### src/rtl/ais_pkg.sv
package ais_pkg;
  localparam int          CODE_W  = 4;
  localparam logic [3:0]  EVT_AIS = 4'hA;
endpackage

### src/rtl/ais_chan_track.sv
// Per-channel run counters; registers a detection pulse when a channel's
// all-ones run reaches PERSIST samples.
module ais_chan_track #(
  parameter int NUM_CH  = 16,
  parameter int BYTE_W  = 8,
  parameter int PERSIST = 240,
  localparam int CH_W   = (NUM_CH > 1) ? $clog2(NUM_CH) : 1,
  localparam int CNT_W  = $clog2(PERSIST + 1)
) (
  input  logic              clk,
  input  logic              rst,
  input  logic              en,
  input  logic              smp_valid,
  input  logic [CH_W-1:0]   smp_chan,
  input  logic [BYTE_W-1:0] smp_b1,
  input  logic [BYTE_W-1:0] smp_b2,
  output logic              det_vld,
  output logic [CH_W-1:0]   det_chan
);
  logic              all_ones;
  logic [NUM_CH-1:0] hit;

  assign all_ones = &{smp_b1, smp_b2};

  for (genvar g = 0; g < NUM_CH; g++) begin : g_chan
    logic [CNT_W-1:0] run;
    logic             sel;

    assign sel = smp_valid && (smp_chan == CH_W'(g));

    always_ff @(posedge clk) begin
      if (rst || !en) begin
        run <= '0;
      end else if (sel) begin
        if (!all_ones)
          run <= '0;
        else if (run != CNT_W'(PERSIST))
          run <= run + 1'b1;
      end
    end

    assign hit[g] = sel && all_ones && (run == CNT_W'(PERSIST - 1));
  end

  always_ff @(posedge clk) begin
    if (rst) begin
      det_vld  <= 1'b0;
      det_chan <= '0;
    end else begin
      det_vld  <= en && (|hit);
      det_chan <= smp_chan;
    end
  end
endmodule

### src/rtl/ais_evt_fifo.sv
// Small indication queue; drops pushes when full and flags it stickily.
module ais_evt_fifo #(
  parameter int WIDTH = 8,
  parameter int DEPTH = 4,
  localparam int AW   = (DEPTH > 1) ? $clog2(DEPTH) : 1,
  localparam int CW   = $clog2(DEPTH + 1)
) (
  input  logic             clk,
  input  logic             rst,
  input  logic             push,
  input  logic [WIDTH-1:0] push_data,
  input  logic             pop,
  output logic [WIDTH-1:0] rd_data,
  output logic             empty,
  output logic             full,
  output logic             ovf
);
  logic [WIDTH-1:0] mem [DEPTH];
  logic [AW-1:0]    wr_ptr, rd_ptr;
  logic [CW-1:0]    count;
  logic             push_ok, pop_ok;

  assign full    = (count == CW'(DEPTH));
  assign empty   = (count == '0);
  assign push_ok = push && !full;
  assign pop_ok  = pop && !empty;
  assign rd_data = mem[rd_ptr];

  function automatic logic [AW-1:0] bump(input logic [AW-1:0] p);
    return (p == AW'(DEPTH - 1)) ? '0 : p + 1'b1;
  endfunction

  always_ff @(posedge clk) begin
    if (push_ok)
      mem[wr_ptr] <= push_data;
  end

  always_ff @(posedge clk) begin
    if (rst) begin
      wr_ptr <= '0;
      rd_ptr <= '0;
      count  <= '0;
      ovf    <= 1'b0;
    end else begin
      if (push_ok) wr_ptr <= bump(wr_ptr);
      if (pop_ok)  rd_ptr <= bump(rd_ptr);
      count <= count + CW'(push_ok) - CW'(pop_ok);
      if (push && full) ovf <= 1'b1;
    end
  end
endmodule

### src/rtl/ais_monitor.sv
module ais_monitor #(
  parameter int NUM_CH     = 16,
  parameter int BYTE_W     = 8,
  parameter int PERSIST    = 240,
  parameter int FIFO_DEPTH = 4,
  localparam int CH_W      = (NUM_CH > 1) ? $clog2(NUM_CH) : 1,
  localparam int ENTRY_W   = ais_pkg::CODE_W + CH_W
) (
  input  logic               clk,
  input  logic               rst,
  input  logic               det_en,
  input  logic               irq_mask,
  input  logic               smp_valid,
  input  logic [CH_W-1:0]    smp_chan,
  input  logic [BYTE_W-1:0]  smp_b1,
  input  logic [BYTE_W-1:0]  smp_b2,
  input  logic               q_rd,
  output logic [ENTRY_W-1:0] q_data,
  output logic               q_empty,
  output logic               irq,
  output logic               ovf
);
  logic            det_vld;
  logic [CH_W-1:0] det_chan;
  logic            q_full;

  ais_chan_track #(
    .NUM_CH (NUM_CH),
    .BYTE_W (BYTE_W),
    .PERSIST(PERSIST)
  ) u_track (
    .clk      (clk),
    .rst      (rst),
    .en       (det_en),
    .smp_valid(smp_valid),
    .smp_chan (smp_chan),
    .smp_b1   (smp_b1),
    .smp_b2   (smp_b2),
    .det_vld  (det_vld),
    .det_chan (det_chan)
  );

  ais_evt_fifo #(
    .WIDTH(ENTRY_W),
    .DEPTH(FIFO_DEPTH)
  ) u_queue (
    .clk      (clk),
    .rst      (rst),
    .push     (det_vld),
    .push_data({ais_pkg::EVT_AIS, det_chan}),
    .pop      (q_rd),
    .rd_data  (q_data),
    .empty    (q_empty),
    .full     (q_full),
    .ovf      (ovf)
  );

  always_ff @(posedge clk) begin
    if (rst) irq <= 1'b0;
    else     irq <= !irq_mask && !q_empty;
  end
endmodule

### config.mk
export PLATFORM = sky130hd
export DESIGN_NAME = ais_monitor
export DESIGN_NICKNAME = d
export VERILOG_FILES = /design/src/rtl/ais_pkg.sv /design/src/rtl/ais_chan_track.sv /design/src/rtl/ais_evt_fifo.sv /design/src/rtl/ais_monitor.sv
export SDC_FILE = /design/constraint.sdc
export NUM_CORES = 1
export LEC_CHECK = 0
export BUFFER_PORTS_ARGS = -buffer_cell sky130_fd_sc_hd__buf_2
export CAP_MARGIN = 20
export CORE_ASPECT_RATIO = 0.5
export CORE_MARGIN = 2
export CORE_UTILIZATION = 65
export CTS_CLUSTER_DIAMETER = 60
export DETAILED_ROUTE_END_ITERATION = 7
export HOLD_SLACK_MARGIN = 0.06
export PLACE_DENSITY = 0.93
export SLEW_MARGIN = 20
export SYNTH_ARGS = -nofsm -noshare
export SYNTH_HDL_FRONTEND = slang
export SYNTH_HIERARCHICAL = 1
export SYNTH_SLANG_ARGS = --single-unit
### constraint.sdc
create_clock -name clk -period 4.95 [get_ports clk]
set_input_delay 0.99 -clock clk [delete_from_list [all_inputs] [get_ports clk]]
set_output_delay 0.99 -clock clk [all_outputs]
set_load 0.01 [all_outputs]
# Yosys cells after proc, flatten, opt, wreduce, memory -nomap -nowiden
# Memories as Yosys holds them, arrays and structs flattened. A register that Yosys moved wholly into a read port is not among the register bits.
# Index checks and enable logic that the tools add are counted.
[word_totals]
wordCells = 226
output_inout_bits = 11
latch_bits = 0
mem_bits_rw = 16
memories = 1
mem_bits_ro = 0
input_bits = 26
ff_bits = 142
[op_classes]
add_sub_neg = 20
n_reduce_logical = 78
n_eq_ne = 66
n_div = 0
multipliers = 0
shifts = 0
magnitude_cmp = 0
mux = 38
n_bitwise = 0
[mem_list]
columns = ["memory", "depth", "width", "read_ports", "rd_ports_with_merged_regs", "write_ports", "line_no", "rtl"]
rows = [
  ["u_queue.mem", 4, 4, 1, 1, 1, "ais_evt_fifo.sv:18", "logic [WIDTH-1:0] mem [DEPTH];"],
]
[op_table]
columns = ["operator", "count"]
rows = [
  ["$mux W8", 32],
  ["$add A8 B1 Y8 const B", 16],
  ["$eq A8 B8 Y1 const B", 16],
  ["$ne A8 B8 Y1 const B", 16],
  ["$logic_and A1 B1 Y1", 53],
  ["$eq A4 B4 Y1 const B", 8],
  ["$ne A2 B2 Y1 const B", 16],
  ["$reduce_and A2 Y1", 16],
  ["$eq A4 B3 Y1 const B", 4],
  ["$reduce_and A16 Y1", 1],
  ["$reduce_or A16 Y1", 1],
  ["$eq A4 B2 Y1 const B", 2],
  ["$mux W2", 4],
  ["$add A2 B1 Y2 const B", 2],
  ["$eq A2 B2 Y1 const B", 2],
  ["$eq A4 B1 Y1 const B", 1],
  ["$logic_not A1 Y1", 4],
  ["$logic_not A4 Y1", 1],
  ["$add A3 B1 Y3", 1],
  ["$eq A3 B3 Y1 const B", 1],
  ["$logic_not A3 Y1", 1],
  ["$sub A3 B1 Y3", 1],
  ["$mux W1", 2],
  ["$logic_or A1 B1 Y1", 1],
]

# Logic depth before layout (Yosys ltp)
[logic_depth]
ltp_word = 6
depth_mapped = 11
depth_no_buf = 10

# By module
# Netlist, hierarchy kept.
[modules_own_cells]
columns = ["mod", "cells_per_inst", "instances", "seq_area_each_um2", "area_per_inst_um2"]
rows = [
  ["ais_chan_track", 854, 1, 2662.6, 6964.2],
  ["ais_evt_fifo", 96, 1, 1161.1, 1671.6],
  ["ais_monitor", 4, 1, 20.0, 37.5],
]

# Worst setup path before layout
# Ideal clock, no wire load.
[synth_path]
path_type = "input port to flip-flop"
start = "input q_rd"
end = "register u_queue.count[2]"
arrival_time_ps = 2422
path_stages = 9
n_path_buf = 0
path_slack_ps = 2401
path_cell_list = "o31ai_1 -> inv_1 -> ha_1 -> inv_1 -> ha_1 -> fa_1 -> xnor2_1 -> xnor2_1 -> nor2_1"
[synth_via]
elab_chain_cells = 2
[synth_rtl]
columns = ["element", "line_no", "rtl"]
rows = [
  ["start, declared", "ais_monitor.sv:17", "input logic q_rd,"],
  ["$logic_and A1 B1 Y1", "ais_evt_fifo.sv:26", "assign pop_ok = pop && !empty;"],
  ["$sub A3 B1 Y3", "ais_evt_fifo.sv:47", "count <= count + CW'(push_ok) - CW'(pop_ok);"],
  ["end signal, assigned", "ais_evt_fifo.sv:47", ""],
  ["end, declared", "ais_evt_fifo.sv:20", "logic [CW-1:0] count;"],
]
# Every way passes these cells.
# A chain may end at the register's enable or synchronous reset.

==> metrics.cfg <==
[finish]
seqCellArea_mm2 = 0.00384
layout_common_cells = dfxtp_1, nor2_1, nand2_1
drive_gt1_share_pct = 9.37
fin_util_pct = 74.9
fill_cells = 785
multi_input_area_mm2 = 0.00458
diodes = 0
fin_nets = 1067
areaGrowthSynthToFinish_pct = 10.9
layout_commonest_cell = dfxtp_1

[global_routing]
grt_max_degree = 58
antenna_found_initial = 0
grt_remaining_overflow = 0
grt_first_pass_wirelength_um = 34800
grt_pass1_vias = 7440
track_usage_pct = 30.0

[logic_synthesis]
synth_seq_area_share_pct = 44.3
yosysTopAreaCell = dfxtp_1
synthArstFlopShare_pct = 0
ys_types = 65
synth_top_area_share_pct = 33.2
synth_edf_count = 32
synth_cells = 954
syn_area_mm2 = 0.00867
ys.flop_type = dfxtp_1
ys_top_cells_by_area = dfxtp_1, edfxtp_1, ha_1
synth.avg_cell_area_um2 = 9.09
synth-seq-cells = 176
yosys_warnings = 6

[setup_path]
startpoint_type = flip-flop
crit_fanout = 8
endpoint_kind = output pin
r2r-start = u_queue/count[2]
critPathKind = flip-flop to output pin
crit_required_ns = 3.96
worstPathArrival_ns = 1.82

[run_status]
status = finished, violations left
violations = design-rule violations

[cts]
clkTransAtPathRegs_ns = 0.07
htree_levels = 4
worst_skew_pair.late_latency_ns = 0.44
clock_path_buffers = 2
cts_resized = 0
cts.sinks = 176
clock-root-buffer = clkbuf_16
cts_tree = built
cts_made_buffers = 17
post_cts_buffers = 0
holdBufCountCts = 0

[floorplanning]
start_util_pct = 67.5
fp.dieW_um = 167
die-area_mm2 = 0.0143
io_pins = 37
core_mm2 = 0.0128
rows = 29
dieHeight_um = 85.7

[placement]
port_buffers = 36
hpwl_um = 13800
place.gp.congestion = 0.951

[timing]
period_minus_slack_ns = 2.81
rsz0062_at_grt = no
relSlewSlack_pct = 25.1
fmax_ghz = 0.356
fin_crit_sh_pct = 56.7
worstMarginPinSlew_ns = 1.11
setup_viol = 0
slew_violations = 0
finalClockSkew_ns = 0.0109
hold_viol_final = 0
fin_setup_tns_ns = 0

[drt]
dr.first_iter.drc_count = 999
wire_per_inst_um = 17.7
finalWirelength_um = 21000
ant_nets = 0
dr_total_vias = 7550
drc_errors = 5
drt_first_pass_iters = 8
vias_per_cell = 6.38

[hold_path]
hold_start = u_track/g_chan[7].run[0]
min_path_type = flip-flop to flip-flop

[run]
maxCapViolCount = 0

[power_and_ir_drop]
cellLeakagePower_nw = 3.14
powerDensity_mw_per_mm2 = 318
finalPower_w = 0.00306
peakVddDrop_mv = 0.255

## path summary, 6_finish.rpt
path                               to  slack [ns]  cells past startpoint
min reg2reg  u_track/g_chan[7].run[0]        0.50                      2
min          u_track/g_chan[7].run[0]        0.50                      2
max reg2reg          u_queue/count[2]        2.47                     10
max                         q_data[5]        2.14                      2
## cells by family (layout without fill, tap and decap cells)
| logic type | count (synthesis) | after routing | share of synthesized area (%) |
|---|---|---|---|
| flops | 176 | 176 | 44.3 |
| xor+xnor | 78 | 78 | 7.88 |
| simple gates | 426 | 426 | 25.4 |
| buf+inv | 78 | 124 | 3.65 |
| other cells | 2 | 16 | 0.0866 |
| mux | 16 | 16 | 3.04 |
| compound gates | 138 | 138 | 9.78 |
| fa+ha+maj | 40 | 40 | 5.86 |
## critical path, stage by stage, from the launching register on
cell     delay, ns
dfxtp_1       0.65
mux4_2        0.57
buf_2         0.16
## stage by stage
| stage | hold WS, ns | instances | instance area (um^2) | setup WS (ns) |
|---|---|---|---|---|
| detailed placement | 0.482 | 1152 | 9040 | 1.92 |
| finish | 0.497 | 1184 | 9620 | 2.14 |
| global placement | 0.452 | 1152 | 9040 | 2.04 |
| CTS | 0.493 | 1184 | 9610 | 2.11 |
| global route | 0.511 | 1184 | 9620 | 2.02 |
| floorplan | 0.438 | 968 | 8730 | 2.40 |
## area by class of cell
class                      instances  area share, %
tap                              170           2.21
clock buffer                      17           4.42
sequential                       176           40.0
inverter                          52           2.03
multi-input combinational        714           47.6
timing repair buffer              40           2.19
clock inverter                    15           1.56
## sequential cells by signal, indices dropped and copies added, names as in the netlist, named ones only
signal and flops:
u_track/g_chan.run 128, u_queue/mem 32, u_track/det_chan 4, u_queue/count 3, u_queue/rd_ptr 2, u_queue/wr_ptr 2, irq 1, u_queue/ovf 1
u_track/det_vld 1
## Yosys cell counts, types with 6 or more instances
library cell / n
nor2b_1: 8
nor2_1: 118
a21oi_1: 49
xor2_1: 36
o211ai_1: 7
nand4b_1: 11
a211oi_1: 12
o21ai_0: 32
edfxtp_1: 32
nand4_1: 52
or4_1: 14
ha_1: 39
nand2_1: 76
inv_1: 52
a2111oi_0: 7
buf_2: 10
nor4_1: 12
clkbuf_1: 13
nand3b_1: 6
nand3_1: 42
nor3_1: 22
and2_1: 6
or3_1: 12
xnor2_1: 42
mux4_2: 8
and3_1: 21
dfxtp_1: 144
## per-layer routing
layer	part of all wire, %	vias up	track usage, %
li1	-	3507	-
met1	39	3552	35.0
met2	48	408	52.9
met3	9.9	83	8.68
met4	3.2	0	12.5
met5	0	-	0
## where the power goes
group | internal (W) | switching [W]
sequential | 0.00148 | 0.0000353
combinational | 0.000104 | 0.000128
clock | 0.000672 | 0.000639
total | 0.00225 | 0.000802
(Power assumes the default switching activity.)
